===== config.mk =====
export PLATFORM = sky130hd
export DESIGN_NAME = ata_pair_wrap
export DESIGN_NICKNAME = d
export VERILOG_FILES = /design/src/rtl/ata_pair_pkg.sv /design/src/rtl/ata_dev_model.sv /design/src/rtl/ata_rst_seq.sv /design/src/rtl/ata_rd_route.sv /design/src/rtl/ata_pair_wrap.sv
export SDC_FILE = /design/constraint.sdc
export NUM_CORES = 1
export LEC_CHECK = 0
export BUFFER_PORTS_ARGS = -buffer_cell sky130_fd_sc_hd__buf_2
export CORE_MARGIN = 4
export CORE_UTILIZATION = 38
export DETAILED_ROUTE_END_ITERATION = 16
export PLACE_DENSITY = 0.51
export SYNTH_ARGS = -nofsm -noshare
export SYNTH_HDL_FRONTEND = slang
export SYNTH_SLANG_ARGS = --single-unit

===== constraint.sdc =====
create_clock -name clk_i -period 2.1 [get_ports clk_i]
set_input_delay 0.21 -clock clk_i [delete_from_list [all_inputs] [get_ports clk_i]]
set_output_delay 0.21 -clock clk_i [all_outputs]
set_load 0.05 [all_outputs]

===== src/rtl/ata_pair_pkg.sv =====
package ata_pair_pkg;
  localparam int unsigned REG_AW = 3;
  localparam int unsigned REG_DW = 8;

  localparam logic [REG_AW-1:0] A_ERR  = 3'd0;
  localparam logic [REG_AW-1:0] A_SCNT = 3'd1;
  localparam logic [REG_AW-1:0] A_SNUM = 3'd2;
  localparam logic [REG_AW-1:0] A_CYLL = 3'd3;
  localparam logic [REG_AW-1:0] A_CYLH = 3'd4;
  localparam logic [REG_AW-1:0] A_DH   = 3'd5;
  localparam logic [REG_AW-1:0] A_STAT = 3'd6;
  localparam logic [REG_AW-1:0] A_ALT  = 3'd7;

  localparam int unsigned ST_BSY  = 7;
  localparam int unsigned ST_DRDY = 6;
  localparam int unsigned DH_DEV  = 4;

  localparam logic [REG_DW-1:0] DIAG_PASS = 8'h01;
  localparam logic [REG_DW-1:0] DIAG_PEER = 8'h81;
endpackage


===== src/rtl/ata_dev_model.sv =====
module ata_dev_model
  import ata_pair_pkg::*;
(
  input  logic              clk_i,
  input  logic              rst_ni,
  input  logic              dev_id_i,
  input  logic              packet_i,
  input  logic              hrst_i,
  input  logic              dasp_drive_i,
  input  logic              pdiag_i,
  input  logic              dasp_i,
  input  logic              wr_en_i,
  input  logic              rd_en_i,
  input  logic [REG_AW-1:0] addr_i,
  input  logic [REG_DW-1:0] wdata_i,
  output logic [REG_DW-1:0] rdata_o,
  output logic              intrq_o,
  output logic              pdiag_o,
  output logic              dasp_o,
  output logic              busy_o,
  output logic              dev_bit_o
);
  logic              in_rst;
  logic [REG_DW-1:0] status_q, err_q, scnt_q, snum_q, cyll_q, cylh_q, dh_q;
  logic              intrq_q, pdiag_q, dasp_q;
  logic              selected;

  assign selected = (dh_q[DH_DEV] == dev_id_i);

  always_ff @(posedge clk_i or negedge rst_ni) begin
    if (!rst_ni) begin
      in_rst   <= 1'b1;
      status_q <= 8'h80;
      err_q    <= '0;
      scnt_q   <= 8'd1;
      snum_q   <= 8'd1;
      cyll_q   <= '0;
      cylh_q   <= '0;
      dh_q     <= '0;
      intrq_q  <= 1'b0;
      pdiag_q  <= 1'b0;
      dasp_q   <= 1'b0;
    end else if (hrst_i) begin
      in_rst   <= 1'b1;
      status_q <= 8'h80;
      scnt_q   <= 8'd1;
      snum_q   <= 8'd1;
      cyll_q   <= '0;
      cylh_q   <= '0;
      dh_q     <= '0;
      intrq_q  <= 1'b0;
      pdiag_q  <= 1'b0;
      dasp_q   <= dasp_drive_i;
    end else if (in_rst) begin
      // release: run diagnostics against the peer's handshake lines
      in_rst   <= 1'b0;
      status_q <= packet_i ? 8'h00 : (8'h01 << ST_DRDY);
      err_q    <= (dasp_i && !pdiag_i) ? DIAG_PEER : DIAG_PASS;
      pdiag_q  <= 1'b1;
      dasp_q   <= dasp_drive_i;
    end else begin
      if (rd_en_i && addr_i == A_STAT && selected) intrq_q <= 1'b0;
      if (wr_en_i) begin
        unique case (addr_i)
          A_SCNT:  scnt_q <= wdata_i;
          A_SNUM:  snum_q <= wdata_i;
          A_CYLL:  cyll_q <= wdata_i;
          A_CYLH:  cylh_q <= wdata_i;
          A_DH:    dh_q   <= wdata_i;
          A_STAT:  if (selected) intrq_q <= 1'b1;
          default: ;
        endcase
      end
    end
  end

  always_comb begin
    unique case (addr_i)
      A_ERR:         rdata_o = err_q;
      A_SCNT:        rdata_o = scnt_q;
      A_SNUM:        rdata_o = snum_q;
      A_CYLL:        rdata_o = cyll_q;
      A_CYLH:        rdata_o = cylh_q;
      A_DH:          rdata_o = dh_q;
      A_STAT, A_ALT: rdata_o = selected ? status_q : '0;
      default:       rdata_o = '0;
    endcase
  end

  assign intrq_o   = intrq_q;
  assign pdiag_o   = pdiag_q;
  assign dasp_o    = dasp_q;
  assign busy_o    = in_rst;
  assign dev_bit_o = dh_q[DH_DEV];

  assert_busy_in_reset_R1: assert property (@(posedge clk_i) disable iff (!rst_ni)
    hrst_i |=> (busy_o && status_q[ST_BSY]));

  assert_intrq_clear_R8: assert property (@(posedge clk_i) disable iff (!rst_ni)
    (rd_en_i && !wr_en_i && !hrst_i && !in_rst && addr_i == A_STAT && selected) |=> !intrq_o);

  assert_drop_busy_write_R10: assert property (@(posedge clk_i) disable iff (!rst_ni)
    (in_rst && !hrst_i) |=> ($stable(scnt_q) && $stable(cyll_q) && $stable(dh_q)));
endmodule


===== src/rtl/ata_rst_seq.sv =====
module ata_rst_seq (
  input  logic clk_i,
  input  logic rst_ni,
  input  logic both_i,
  input  logic hrst_i,
  output logic rst0_o,
  output logic rst1_o
);
  logic hrst_q;

  always_ff @(posedge clk_i or negedge rst_ni) begin
    if (!rst_ni) hrst_q <= 1'b1;
    else         hrst_q <= hrst_i;
  end

  // device 1 released first; device 0 held one extra edge to see its handshake
  assign rst1_o = hrst_i;
  assign rst0_o = hrst_i | (both_i & hrst_q);
endmodule


===== src/rtl/ata_rd_route.sv =====
module ata_rd_route
  import ata_pair_pkg::*;
(
  input  logic              p0_i,
  input  logic              p1_i,
  input  logic              id1_i,
  input  logic              rd_en_i,
  input  logic [1:0]        dev_bit_i,
  input  logic [1:0]        intrq_i,
  input  logic [REG_DW-1:0] rdata0_i,
  input  logic [REG_DW-1:0] rdata1_i,
  output logic [REG_DW-1:0] rdata_o,
  output logic              intrq_o,
  output logic              rd0_o,
  output logic              rd1_o
);
  logic none, pick1, sel0, sel1;

  assign none  = !p0_i && !p1_i;
  assign pick1 = p1_i && (!p0_i || dev_bit_i[1]);
  assign sel0  = !dev_bit_i[0];
  assign sel1  = (dev_bit_i[1] == id1_i);

  assign rdata_o = none ? '0 : (pick1 ? rdata1_i : rdata0_i);
  assign intrq_o = !none && (pick1 ? (intrq_i[1] && sel1) : (intrq_i[0] && sel0));
  assign rd1_o   = rd_en_i && pick1;
  assign rd0_o   = rd_en_i && p0_i && !pick1;

  always_comb begin
    assert_one_reader_R5: assert (!(rd0_o && rd1_o));
  end
endmodule


===== src/rtl/ata_pair_wrap.sv =====
module ata_pair_wrap
  import ata_pair_pkg::*;
(
  input  logic              clk_i,
  input  logic              rst_ni,
  input  logic              dev0_present_i,
  input  logic              dev1_present_i,
  input  logic              dev0_packet_i,
  input  logic              dev1_packet_i,
  input  logic              hw_reset_i,
  input  logic              wr_en_i,
  input  logic              rd_en_i,
  input  logic [REG_AW-1:0] addr_i,
  input  logic [REG_DW-1:0] wdata_i,
  output logic [REG_DW-1:0] rdata_o,
  output logic              intrq_o,
  output logic              no_dev_err_o
);
  logic              both, none, id1, rst0, rst1, rd0, rd1;
  logic [1:0]        dev_bit, intrq, pdiag, dasp, busy;
  logic [REG_DW-1:0] rdata0, rdata1;
  logic              no_dev_q;

  assign both = dev0_present_i && dev1_present_i;
  assign none = !dev0_present_i && !dev1_present_i;
  assign id1  = dev0_present_i;

  ata_rst_seq u_rst_seq (
    .clk_i, .rst_ni, .both_i(both), .hrst_i(hw_reset_i), .rst0_o(rst0), .rst1_o(rst1)
  );

  ata_dev_model u_dev0 (
    .clk_i, .rst_ni, .dev_id_i(1'b0), .packet_i(dev0_packet_i), .hrst_i(rst0),
    .dasp_drive_i(1'b0), .pdiag_i(both && pdiag[1]), .dasp_i(both && dasp[1]),
    .wr_en_i(wr_en_i && dev0_present_i), .rd_en_i(rd0), .addr_i, .wdata_i,
    .rdata_o(rdata0), .intrq_o(intrq[0]), .pdiag_o(pdiag[0]), .dasp_o(dasp[0]),
    .busy_o(busy[0]), .dev_bit_o(dev_bit[0])
  );

  ata_dev_model u_dev1 (
    .clk_i, .rst_ni, .dev_id_i(id1), .packet_i(dev1_packet_i), .hrst_i(rst1),
    .dasp_drive_i(both), .pdiag_i(1'b0), .dasp_i(1'b0),
    .wr_en_i(wr_en_i && dev1_present_i), .rd_en_i(rd1), .addr_i, .wdata_i,
    .rdata_o(rdata1), .intrq_o(intrq[1]), .pdiag_o(pdiag[1]), .dasp_o(dasp[1]),
    .busy_o(busy[1]), .dev_bit_o(dev_bit[1])
  );

  ata_rd_route u_route (
    .p0_i(dev0_present_i), .p1_i(dev1_present_i), .id1_i(id1), .rd_en_i,
    .dev_bit_i(dev_bit), .intrq_i(intrq), .rdata0_i(rdata0), .rdata1_i(rdata1),
    .rdata_o, .intrq_o, .rd0_o(rd0), .rd1_o(rd1)
  );

  always_ff @(posedge clk_i or negedge rst_ni) begin
    if (!rst_ni)                          no_dev_q <= 1'b0;
    else if (none && (wr_en_i || rd_en_i)) no_dev_q <= 1'b1;
  end
  assign no_dev_err_o = no_dev_q;

  assert_dev1_leads_R2: assert property (@(posedge clk_i) disable iff (!rst_ni)
    (both && $fell(busy[0])) |-> !busy[1]);

  assert_nodev_flag_R7: assert property (@(posedge clk_i) disable iff (!rst_ni)
    (none && (wr_en_i || rd_en_i)) |=> no_dev_err_o);

  assert_nodev_zero_R7: assert property (@(posedge clk_i) disable iff (!rst_ni)
    none |-> (rdata_o == '0 && !intrq_o));

  assert_peer_diag_R3: assert property (@(posedge clk_i) disable iff (!rst_ni)
    (both && $fell(busy[0])) |-> (pdiag[1] && dasp[1]));
endmodule


**Word level (Yosys, flattened, before mapping)**

Cells that the tools add are included.

- Register bits: 113
- Bits of input ports: 20
- Output and inout port bits: 10
- Logic and storage cells: 159

- Eq/ne operators: 10
- Muxes and demuxes: 67
- Bitwise gates (word level): 5
- Reduce and logical (&&, ||, !) cells: 55

Operators with widths:

| cell | count |
|---|---|
| 8-bit 2-to-1 mux | 44 |
| 8-bit case mux with 7 select lines | 2 |
| 3-bit AND reduction | 10 |
| 2-bit nonzero test | 14 |
| 1-bit logical AND | 19 |
| 1-bit 2-to-1 mux | 19 |
| 7-bit 2-to-1 mux | 2 |
| 3-bit equality test, second input constant | 4 |
| 3-bit by 2-bit equality test with 1-bit output, second input constant | 2 |
| 1-bit zero test | 6 |
| 2-bit != test, second input constant | 2 |
| 2-bit AND reduction | 2 |
| 3-bit by 1-bit equality test with 1-bit output, second input constant | 1 |
| 3-bit zero test | 1 |
| 1-bit NOT | 3 |
| 1-bit logical OR | 2 |
| 2-bit OR reduction | 1 |
| 1-bit bitwise AND | 1 |
| 1-bit equality test | 1 |
| 1-bit bitwise OR | 1 |

**Depth between registers and ports, before layout**

Gate-level depths: netlist of run 1.

- Word-level depth: 13
- Depth in mapped cells: 8

**Modules after synthesis**

A second synthesis of run 1 with hierarchy kept.

- Cells, all modules: 555
- Area total of the unflattened synthesis: 5301.3 um2

Modules (own cells, without submodules):

| module | instances | cells each | area an instance (um2) | sequential area each (um2) |
|---|---|---|---|---|
| ata_dev_model (u_dev1) | 1 | 269 | 2514.9 | 1206.2 |
| ata_dev_model (u_dev0) | 1 | 236 | 2422.3 | 1206.2 |
| ata_rd_route | 1 | 37 | 242.7 | 0.0 |
| ata_pair_wrap | 1 | 10 | 80.1 | 25.0 |
| ata_rst_seq | 1 | 3 | 41.3 | 26.3 |

**Worst setup path after synthesis of run 1**

No wires, ideal clock.

- Kind: reg-to-output
- Start: reg u_dev1.dh_q[4]
- End: out rdata_o[6]
- Arrival: 2.139 ns
- Path slack: -0.249 ns
- Cell stages (with the launch flop): 6
- Path buffers: 0
- Cell sequence: dfrtp_1 -> inv_1 -> ha_1 -> a32o_1 -> a221oi_1 -> a211oi_1

- Longest elaborated chain between the ends: 5
- Elaborated cells on any way between the ends: 7
- Classes of those cells: 1 x eq/ne; 4 x mux; 2 x reduce/logical

Ends and longest elaborated chain:

| item | line | text |
|---|---|---|
| start, declared | ata_dev_model.sv:24 | `logic [REG_DW-1:0] status_q, err_q, scnt_q, snum_q, cyll_q, cylh_q, dh_q;` |
| start signal, assigned | ata_dev_model.sv:69 | `A_DH: dh_q <= wdata_i;` |
| 1-bit equality test | ata_dev_model.sv:28 | `assign selected = (dh_q[DH_DEV] == dev_id_i);` |
| 8-bit 2-to-1 mux | ata_dev_model.sv:85 | `A_STAT, A_ALT: rdata_o = selected ? status_q : '0;` |
| 8-bit case mux with 7 select lines | ata_dev_model.sv:78 | `unique case (addr_i)` |
| 8-bit 2-to-1 mux (*) (2 in a row) | ata_rd_route.sv:24 | `assign rdata_o = none ? '0 : (pick1 ? rdata1_i : rdata0_i);` |
| end, declared | ata_pair_wrap.sv:15 | `output logic [REG_DW-1:0] rdata_o,` |

Every way passes the cells marked *; elsewhere a longest branch is shown, timed or not.

**Worst setup path in the final report of run 1**

- Start: reg u_dev1.dh_q[4]
- End: out rdata_o[7]

Same word-level chain as after synthesis.

==> impl_metrics.json, run 1 <==
{
  "period_minus_slack_ns": 2.097,
  "static-leakage-power_nw": 2.738,
  "antenna_found_initial": 0,
  "synth-seq-cells": 94,
  "hold_end": "u_dev0.status_q[6]",
  "yosysUniqueCellTypes": 50,
  "slew-limit-headroom_pct": 61.10,
  "finalInstanceArea_um2": 5683,
  "num_vias": 3671,
  "first_iter_violations": 190,
  "synth_area_per_cell_um2": 10.18,
  "synth_top_flop_cell": "dfrtp_1",
  "final_max_slew_viol_count": 0,
  "synth_top_area_cell": "dfrtp_1",
  "netlist_area_um2": 4796,
  "synth_edf_count": 0,
  "fp.dieH_um": 120.3,
  "routabilityCongestion": 0.9111,
  "fmax_mhz": 476.9,
  "fin_crit_sh_pct": 99.86,
  "rsz0062_at_grt": "true",
  "cp_max_fo": 3,
  "dp_hpwl_um": 9222,
  "critPathCaptureType": "primary output",
  "tightestPinTransition_ns": 0.5835,
  "ioPinCount": 30,
  "numCtsBuffers": 9,
  "powerDensity_nw_per_um2": 687.6,
  "avgViaCountPerCell": 5.351,
  "use_met1_pct": 26.46,
  "totalWireLength_um": 13070,
  "track_usage_pct": 19.09,
  "rr_startpoint": "u_dev1.busy_o",
  "dieArea_um2": 14480,
  "cp_top_family": "compound AO/OA/AOI/OAI gates",
  "drive_above_1_share_pct": 22.59,
  "holdWs_ns": 0.02473,
  "ff2ff_path_depth": 4,
  "drc": 0,
  "cp-start-kind": "register",
  "placed_cell_area_um2": 5281,
  "skew_ns": 0.004929,
  "grt_overflow": 0,
  "worstPathRequired_ns": 1.89,
  "ctsHtreeMaxLevel": 3,
  "cts_root_buffer": "clkbuf_16",
  "critPathKind": "register to primary output",
  "crit_chain": "inv_2 -> ha_4 -> a41o_1 -> a221o_1 -> a21oi_2 -> nor2_1 -> buf_6",
  "initial_utilization_pct": 39.43,
  "dp_slack_ns": 0.1662,
  "fillers": 1146,
  "grt_use_met2_pct": 29.57,
  "hold_path.startpoint": "dev0_packet_i",
  "async_flop_share_pct": 100.0,
  "min_path_cells": 2,
  "wl_per_cell_um": 19.05,
  "grt_max_degree": 45,
  "r2r_setup_slack_ns": 0.29,
  "utilization_pct": 46.73,
  "clk_pin_slew_worst_paths_ns": 0.06,
  "final_cell_mix": "mux2i_1 (86), dfrtp_1 (86), nor2_1 (79)",
  "clock_path_buffers": 2,
  "clkSinkCount": 94,
  "busiest_layer": "met2",
  "die_x_um": 120.3,
  "status": "finished clean",
  "grt_pass1_wl_um": 21290,
  "yosysWarnings": 0,
  "setup_viol": 0,
  "worst-path-buf-inv": 2,
  "synth_area_leaders": "dfrtp_1 (45%), mux2i_1 (18%), nor2_1 (6.2%), dfstp_2 (4.4%), mux2_2 (2.3%)",
  "postRouteAntennaNets": 0,
  "syn_nets": 492,
  "cts_tree": "built",
  "rows": 40,
  "cp_data_arrival_time_ns": 1.89,
  "seq_area_frac_synth_pct": 49.26,
  "finalWorstSetupSlack_ns": 0.002957,
  "irDropWorstVdd_mv": 0.6355,
  "area_growth_pct": 18.50,
  "nets": 534,
  "r2r_end": "u_dev1.cyll_q[2]",
  "firstDrtPassIters": 5,
  "grt_pass1_vias": 3753,
  "hold_path_class": "primary input to register",
  "power_mw": 3.907,
  "maxCapViolCount": 0,
  "antenna-diode-count": 0,
  "core_region_area_um2": 12160,
  "slowest_stage": "dfrtp_1",
  "met3_usage_pct": 4.537,
  "synth_top_area_share_pct": 44.87,
  "slowest_delay_ns": 0.39,
  "hold_viol": 0,
  "io_buffers": 29,
  "synth_cells": 471,
  "clk_latency_ns": 0.35
}
## worst max-delay path by stage
stage | from | to | cells after the start
final | u_dev1.dh_q[4] | rdata_o[7] | 7
after global routing | u_dev1.dh_q[4] | rdata_o[7] | 7
after CTS | u_dev1.dh_q[4] | rdata_o[7] | 7
after detailed placement | addr_i[0] | rdata_o[4] | 6
after global placement | addr_i[0] | rdata_o[2] | 8
after floorplan | addr_i[1] | rdata_o[4] | 6
## stage by stage
stage | cells | TNS, ns
finish | 686 | 0
global placement | 667 | 0
detailed placement | 667 | 0
floorplan | 471 | -0.1009
global route | 686 | -0.1243
CTS | 686 | -0.03518
## where the power goes
group	internal (mW)	switching (mW)
sequential	1.84	0.0138
clock	0.920	0.683
combinational	0.154	0.300
total	2.91	0.997
## synth_stat cells, types with 2 or more instances
cell / count
nor3_1: 3
a221o_1: 2
a221oi_1: 4
o31ai_1: 2
and2_1: 2
and3_1: 2
nor2_4: 2
o22ai_1: 5
dfrtp_1: 86
a22oi_1: 8
buf_2: 13
clkbuf_1: 17
nand2_1: 30
and2b_1: 2
o211ai_1: 3
a211oi_1: 4
nor2b_1: 3
or3_1: 3
buf_4: 5
inv_1: 11
nand2b_1: 2
mux2i_1: 86
buf_6: 2
mux2_2: 10
nand3b_1: 4
dfstp_2: 8
nor2_1: 79
o21ai_0: 18
nand3_1: 13
a21oi_1: 22
## logic make-up (layout without fill, tap and decap cells)
family | Yosys count | in the layout | synth area share (%)
mux | 96 | 96 | 20.30
simple gates | 153 | 153 | 14.66
flops | 94 | 94 | 49.26
buf+inv | 49 | 96 | 4.879
compound gates | 78 | 78 | 10.64
fa+ha+maj | 1 | 1 | 0.2609
## timing repair
item                                    in CTS  in global routing
buffers inserted                             2                  0
hold endpoints to repair                    19                  0
hold buffers                                 1                  0
gates resized for setup                     12                 16
endpoints found under the setup margin       7                  7
cloned                                       0                  0
pin swaps                                    3                  4
## registers in the layout, indices dropped and copies added (netlist names), 2 cells and up
name             cells
u_dev0.cylh_q        8
u_dev0.cyll_q        8
u_dev0.dh_q          8
u_dev0.scnt_q        8
u_dev0.snum_q        8
u_dev1.cylh_q        8
u_dev1.cyll_q        8
u_dev1.dh_q          8
u_dev1.scnt_q        8
u_dev1.snum_q        8
u_dev0.err_q         2
u_dev0.status_q      2
u_dev1.status_q      2
## layout make-up
cell class,instances,area (µm²),area share [%]
well taps,168,210.2,3.699
flip-flops and latches,94,2362,41.57
inverters,11,41.29,0.7266
multi-input cells,328,2267,39.89
clock buffers,12,236.5,4.161
clock inverters,4,47.55,0.8366
repair buffers,69,518.0,9.115
## layer usage
layer / vias to the layer above / part of all wire (%)
met2: 97 / 47
met4: 0 / 1.6
met3: 14 / 4.9
li1: 1730 / -
met1: 1830 / 46
met5: - / 0
(Power assumes the default switching activity.)
==> run 2, diff against run 1 <==
--- a/config.mk
+++ b/config.mk
@@ -6,8 +6,10 @@
 export NUM_CORES = 1
 export LEC_CHECK = 0
 export BUFFER_PORTS_ARGS = -buffer_cell sky130_fd_sc_hd__buf_2
+export CORE_ASPECT_RATIO = 0.8
 export CORE_MARGIN = 4
 export CORE_UTILIZATION = 38
+export CTS_BUF_LIST = sky130_fd_sc_hd__clkbuf_4 sky130_fd_sc_hd__clkbuf_8
 export DETAILED_ROUTE_END_ITERATION = 16
 export PLACE_DENSITY = 0.51
 export SYNTH_ARGS = -nofsm -noshare
==> impl_metrics.json, run 2 (synthesis results as in run 1) <==
{
  "status": "finished, violations left",
  "violations": "setup timing",
  "grt_overflow": 0,
  "cts_tree": "built",
  "final_max_slew_viol_count": 0,
  "antenna_found_initial": 1,
  "firstDrtPassIters": 4,
  "cp_max_fo": 5,
  "grt_pass1_vias": 3812,
  "period_minus_slack_ns": 2.142,
  "cp-start-kind": "register",
  "initial_utilization_pct": 39.14,
  "hold_viol": 0,
  "skew_ns": 0.01150,
  "area_growth_pct": 19.36,
  "critPathCaptureType": "primary output",
  "totalWireLength_um": 13280,
  "dp_hpwl_um": 9259,
  "die_x_um": 133.6,
  "seq_area_um2": 2362,
  "io_buffers": 29,
  "ioPinCount": 30,
  "fillers": 1210,
  "holdWs_ns": 0.1325,
  "finalWorstSetupSlack_ns": -0.04153,
  "dieArea_um2": 14490,
  "num_vias": 3630,
  "static-leakage-power_nw": 2.772,
  "hold_path_class": "primary input to register",
  "slew-limit-headroom_pct": 59.30,
  "fin_cells": 697,
  "fp.dieH_um": 108.5,
  "worst-path-buf-inv": 2,
  "postRouteAntennaNets": 0,
  "irDropWorstVdd_mv": 0.3940,
  "clk_pin_slew_worst_paths_ns": 0.09,
  "wl_per_cell_um": 19.05,
  "tightestPinTransition_ns": 0.6104,
  "fin_crit_sh_pct": 102.0,
  "numCtsBuffers": 9,
  "critPathKind": "register to primary output",
  "antenna-diode-count": 0,
  "rsz0062_at_grt": "true",
  "grt_pass1_wl_um": 21690,
  "worstPathRequired_ns": 1.89,
  "drive_above_1_share_pct": 24.90,
  "cts_root_buffer": "clkbuf_8",
  "maxCapViolCount": 0,
  "first_iter_violations": 283,
  "powerDensity_nw_per_um2": 639.9,
  "core_region_area_um2": 12250,
  "multiInputGateArea_um2": 2296,
  "grt_max_degree": 95,
  "fmax_mhz": 467.0,
  "clock_path_buffers": 2,
  "setup_viol": 2,
  "cp_data_arrival_time_ns": 1.93,
  "crit_chain": "inv_2 -> ha_4 -> a41o_1 -> a221o_1 -> a21oi_1 -> nor2_1 -> buf_6",
  "ctsHtreeMaxLevel": 3,
  "cp_top_family": "compound AO/OA/AOI/OAI gates",
  "slowest_stage": "dfrtp_1",
  "clk_latency_ns": 0.37,
  "drc": 0,
  "clkSinkCount": 94,
  "final_cell_mix": "mux2i_1 (86), dfrtp_1 (86), nor2_1 (78)",
  "routabilityCongestion": 0.8561,
  "avgViaCountPerCell": 5.208,
  "placed_cells": 672,
  "track_usage_pct": 19.56,
  "slowest_delay_ns": 0.40,
  "rows": 36,
  "nets": 542
}
run 2: worst paths after layout:
check | end | slack (ns) | start | cells past startpoint
worst max-delay path | rdata_o[7] | -0.04 | u_dev1.dh_q[4] | 7
worst min-delay path | u_dev0.scnt_q[0] | 0.13 | hw_reset_i | 3
worst max register to register | u_dev0.snum_q[0] | 0.26 | u_dev0.busy_o | 5
worst min register to register | no_dev_err_o | 0.47 | no_dev_err_o | 2
max in group asynchronous | u_dev1.status_q[7] | 1.27 | rst_ni | 3
min in group asynchronous | u_dev0.scnt_q[6] | 0.46 | rst_ni | 3
run 2: metal layers:
layer  track usage [%]  routed length [µm]  part of all wire (%)
met5                 0                  10                 0.075
met1             28.98                6662                    50
met4             5.066                 144                   1.1
met3             4.884                 687                   5.2
met2             28.55                5775                    43
run 2: worst reg2reg max path, cell delays in order (launching register included):
cell and delay (ns):
dfstp_2 0.57, and2b_4 0.22, nand2_4 0.11, or3_1 0.51, mux2i_1 0.26, nand2_1 0.08
run 2: power breakdown:
group / total, mW / internal [mW] / switching (mW)
Sequential: 1.85 / 1.83 / 0.0147
Combinational: 0.468 / 0.163 / 0.305
Clock: 1.35 / 0.727 / 0.619
Total: 3.66 / 2.72 / 0.939
run 2: area by class of cell:
class / instances / area share [%]
Multi-Input combinational cell: 328 / 40.11
Inverter: 11 / 0.7213
Clock inverter: 4 / 1.224
Tap cell: 171 / 3.738
Timing Repair Buffer: 77 / 10.27
Sequential cell: 94 / 41.27
Clock buffer: 12 / 2.667
run 2: stage by stage:
| step | instance area [µm²] | utilization (%) | power (mW) | setup slack [ns] | setup TNS (ns) |
|---|---|---|---|---|---|
| CTS | 5638 | 46.02 | 3.698 | -0.04343 | -0.06125 |
| global route | 5724 | 46.72 | 3.842 | -0.1295 | -0.3868 |
| global placement | 5288 | 43.16 | 2.309 | 0.08559 | 0 |
| finish | 5724 | 46.72 | 3.663 | -0.04153 | -0.04601 |
| floorplan | 4813 | - | 2.127 | -0.05149 | -0.1009 |
| detailed placement | 5288 | 43.16 | 2.312 | 0.07390 | 0 |
run 2: timing repair:
action | in CTS | in global routing
hold buffers | 3 | 0
hold endpoints to repair | 88 | 0
resized for setup | 22 | 20
gates cloned | 0 | 0
pin swaps | 4 | 6
setup endpoints to repair | 8 | 9
setup buffers | 2 | 5
==> run 3, diff against run 2 <==
--- a/config.mk
+++ b/config.mk
@@ -6,7 +6,6 @@
 export NUM_CORES = 1
 export LEC_CHECK = 0
 export BUFFER_PORTS_ARGS = -buffer_cell sky130_fd_sc_hd__buf_2
-export CORE_ASPECT_RATIO = 0.8
 export CORE_MARGIN = 4
 export CORE_UTILIZATION = 38
 export CTS_BUF_LIST = sky130_fd_sc_hd__clkbuf_4 sky130_fd_sc_hd__clkbuf_8
==> impl_metrics.json, run 3 (synthesis results as in run 1) <==
{
  "switchingPower_mw": 0.9546,
  "cts_root_buffer": "clkbuf_8",
  "crit_chain": "inv_2 -> ha_4 -> a41o_1 -> a221o_1 -> a21oi_2 -> nor2_1 -> buf_6",
  "grt_max_degree": 45,
  "clkSinkCount": 94,
  "cp_data_arrival_time_ns": 1.92,
  "grt_overflow": 0,
  "fillers": 1161,
  "num_vias": 3655,
  "r2r_end": "u_dev1.cyll_q[2]",
  "combPwrFrac_pct": 13.1,
  "wl_per_cell_um": 18.87,
  "powerDensity_nw_per_um2": 625.1,
  "first_iter_violations": 217,
  "hold_end": "u_dev0.scnt_q[0]",
  "cp_max_fo": 3,
  "period_minus_slack_ns": 2.129,
  "firstDrtPassIters": 5,
  "dp_hpwl_um": 9222,
  "ff2ff_path_depth": 4,
  "drive_above_1_share_pct": 24.18,
  "clock_power_share_pct": 34.6,
  "rr_startpoint": "u_dev1.busy_o",
  "finalWorstSetupSlack_ns": -0.02926,
  "dieArea_um2": 14480,
  "intPower_mw": 2.583,
  "hold_path.startpoint": "hw_reset_i",
  "tightestPinTransition_ns": 0.5700,
  "setup_tns_ns": -0.02926,
  "clk_pin_slew_worst_paths_ns": 0.09,
  "worstPathRequired_ns": 1.89,
  "die_x_um": 120.3,
  "fin_crit_sh_pct": 101.4,
  "setup_viol": 1,
  "hold_path_class": "primary input to register",
  "final_max_slew_viol_count": 0,
  "placed_cells": 667,
  "clk_latency_ns": 0.38,
  "holdWs_ns": 0.1168,
  "initial_utilization_pct": 39.43,
  "fin_cells": 689,
  "hold_viol": 0,
  "nets": 537,
  "drc": 0,
  "cts_tree": "built",
  "skew_ns": 0.009831,
  "track_usage_pct": 19.01,
  "seqPwrFrac_pct": 52.2,
  "avgViaCountPerCell": 5.305,
  "slowest_delay_ns": 0.40,
  "slowest_stage": "dfrtp_1",
  "ioPinCount": 30,
  "antenna_found_initial": 0,
  "final_cell_mix": "mux2i_1 (86), dfrtp_1 (86), nor2_1 (78)",
  "grt_pass1_vias": 3776,
  "rows": 40,
  "irDropWorstVdd_mv": 0.5181,
  "slew-limit-headroom_pct": 62.00,
  "maxCapViolCount": 0,
  "min_path_cells": 3,
  "cp-start-kind": "register",
  "rsz0062_at_grt": "true",
  "dp_slack_ns": 0.1662,
  "critPathCaptureType": "primary output",
  "routabilityCongestion": 0.9111,
  "status": "finished, violations left",
  "clock_path_buffers": 2,
  "io_buffers": 29,
  "core_region_area_um2": 12160,
  "numCtsBuffers": 9,
  "violations": "setup timing",
  "static-leakage-power_nw": 2.731,
  "ctsHtreeMaxLevel": 3,
  "fp.dieH_um": 120.3,
  "grt_pass1_wl_um": 21280,
  "critPathKind": "register to primary output",
  "fmax_mhz": 469.6,
  "sw_frac_of_total_pct": 26.99,
  "r2r_setup_slack_ns": 0.27,
  "postRouteAntennaNets": 0,
  "antenna-diode-count": 0,
  "totalWireLength_um": 13000,
  "area_growth_pct": 18.00
}
## run 3: cell count changes in the layout (fill, tap and decap cells not counted), sizes merged
cell,before,now
buf,73,68
clkinvlp,0,1
bufinv,2,1
## run 3: power groups by stage
stage          Combinational (mW)  Sequential, mW  Clock, mW
2_1_floorplan               0.248            1.88          0
4_1_cts                     0.454            1.85       1.27
6_report                    0.465            1.85       1.22
3_5_place_dp                0.430            1.88          0
3_3_place_gp                0.428            1.88          0
5_1_grt                     0.504            1.85       1.34
## run 3: critical path: cells and delay by family (launching register included)
family                   cells  cell delay (ns)
buffers and inverters        2             0.22
flip-flops                   1             0.40
adder cells (fa/ha/maj)      1             0.20
AO/OA/AOI/OAI                3             0.65
AND/OR/NAND/NOR              1             0.06
## run 3: worst max path at each step
stage / from / endpoint / slack, ns / cells past startpoint
after global placement: addr_i[0] / rdata_o[2] / 0.18 / 8
final: u_dev1.dh_q[4] / rdata_o[7] / -0.03 / 7
after floorplan: addr_i[1] / rdata_o[4] / -0.05 / 6
after CTS: u_dev1.dh_q[4] / rdata_o[7] / -0.07 / 7
after detailed placement: addr_i[0] / rdata_o[4] / 0.17 / 6
after global routing: u_dev1.dh_q[4] / rdata_o[7] / -0.11 / 7
## run 3: what timing repair did
| item | in CTS | in global routing |
|---|---|---|
| pin swaps | 2 | 7 |
| hold buffers | 3 | 0 |
| resized for setup | 17 | 23 |
| gates cloned | 0 | 0 |
| hold endpoints to repair | 21 | 0 |
| setup buffers | 2 | 1 |
| setup endpoints to repair | 8 | 9 |
## run 3: final cells by class
type                       count  area (µm²)  share of cell area, %
inverter                      11       41.29                 0.7296
multi-input combinational    328        2296                  40.57
sequential                    94        2362                  41.74
tap                          168       210.2                  3.714
clock inverter                 4       47.55                 0.8401
timing repair buffer          72       555.5                  9.816
clock buffer                  12       146.4                  2.587
## run 3: per-stage QoR
stage | utilization (%) | power [mW] | instance area, µm²
2_1_floorplan | - | 2.127 | 4813
3_3_place_gp | 43.43 | 2.311 | 5281
3_5_place_dp | 43.43 | 2.313 | 5281
4_1_cts | 45.93 | 3.568 | 5585
5_1_grt | 46.53 | 3.698 | 5659
6_report | 46.53 | 3.537 | 5659
## run 3: metal layers
metal | routed length, µm | up-vias | GRT usage [%]
met4 | 196 | 0 | 5.382
met5 | 0 | - | 0
met3 | 615 | 16 | 5.051
li1 | - | 1733 | -
met2 | 6142 | 90 | 29.40
met1 | 6049 | 1816 | 26.43
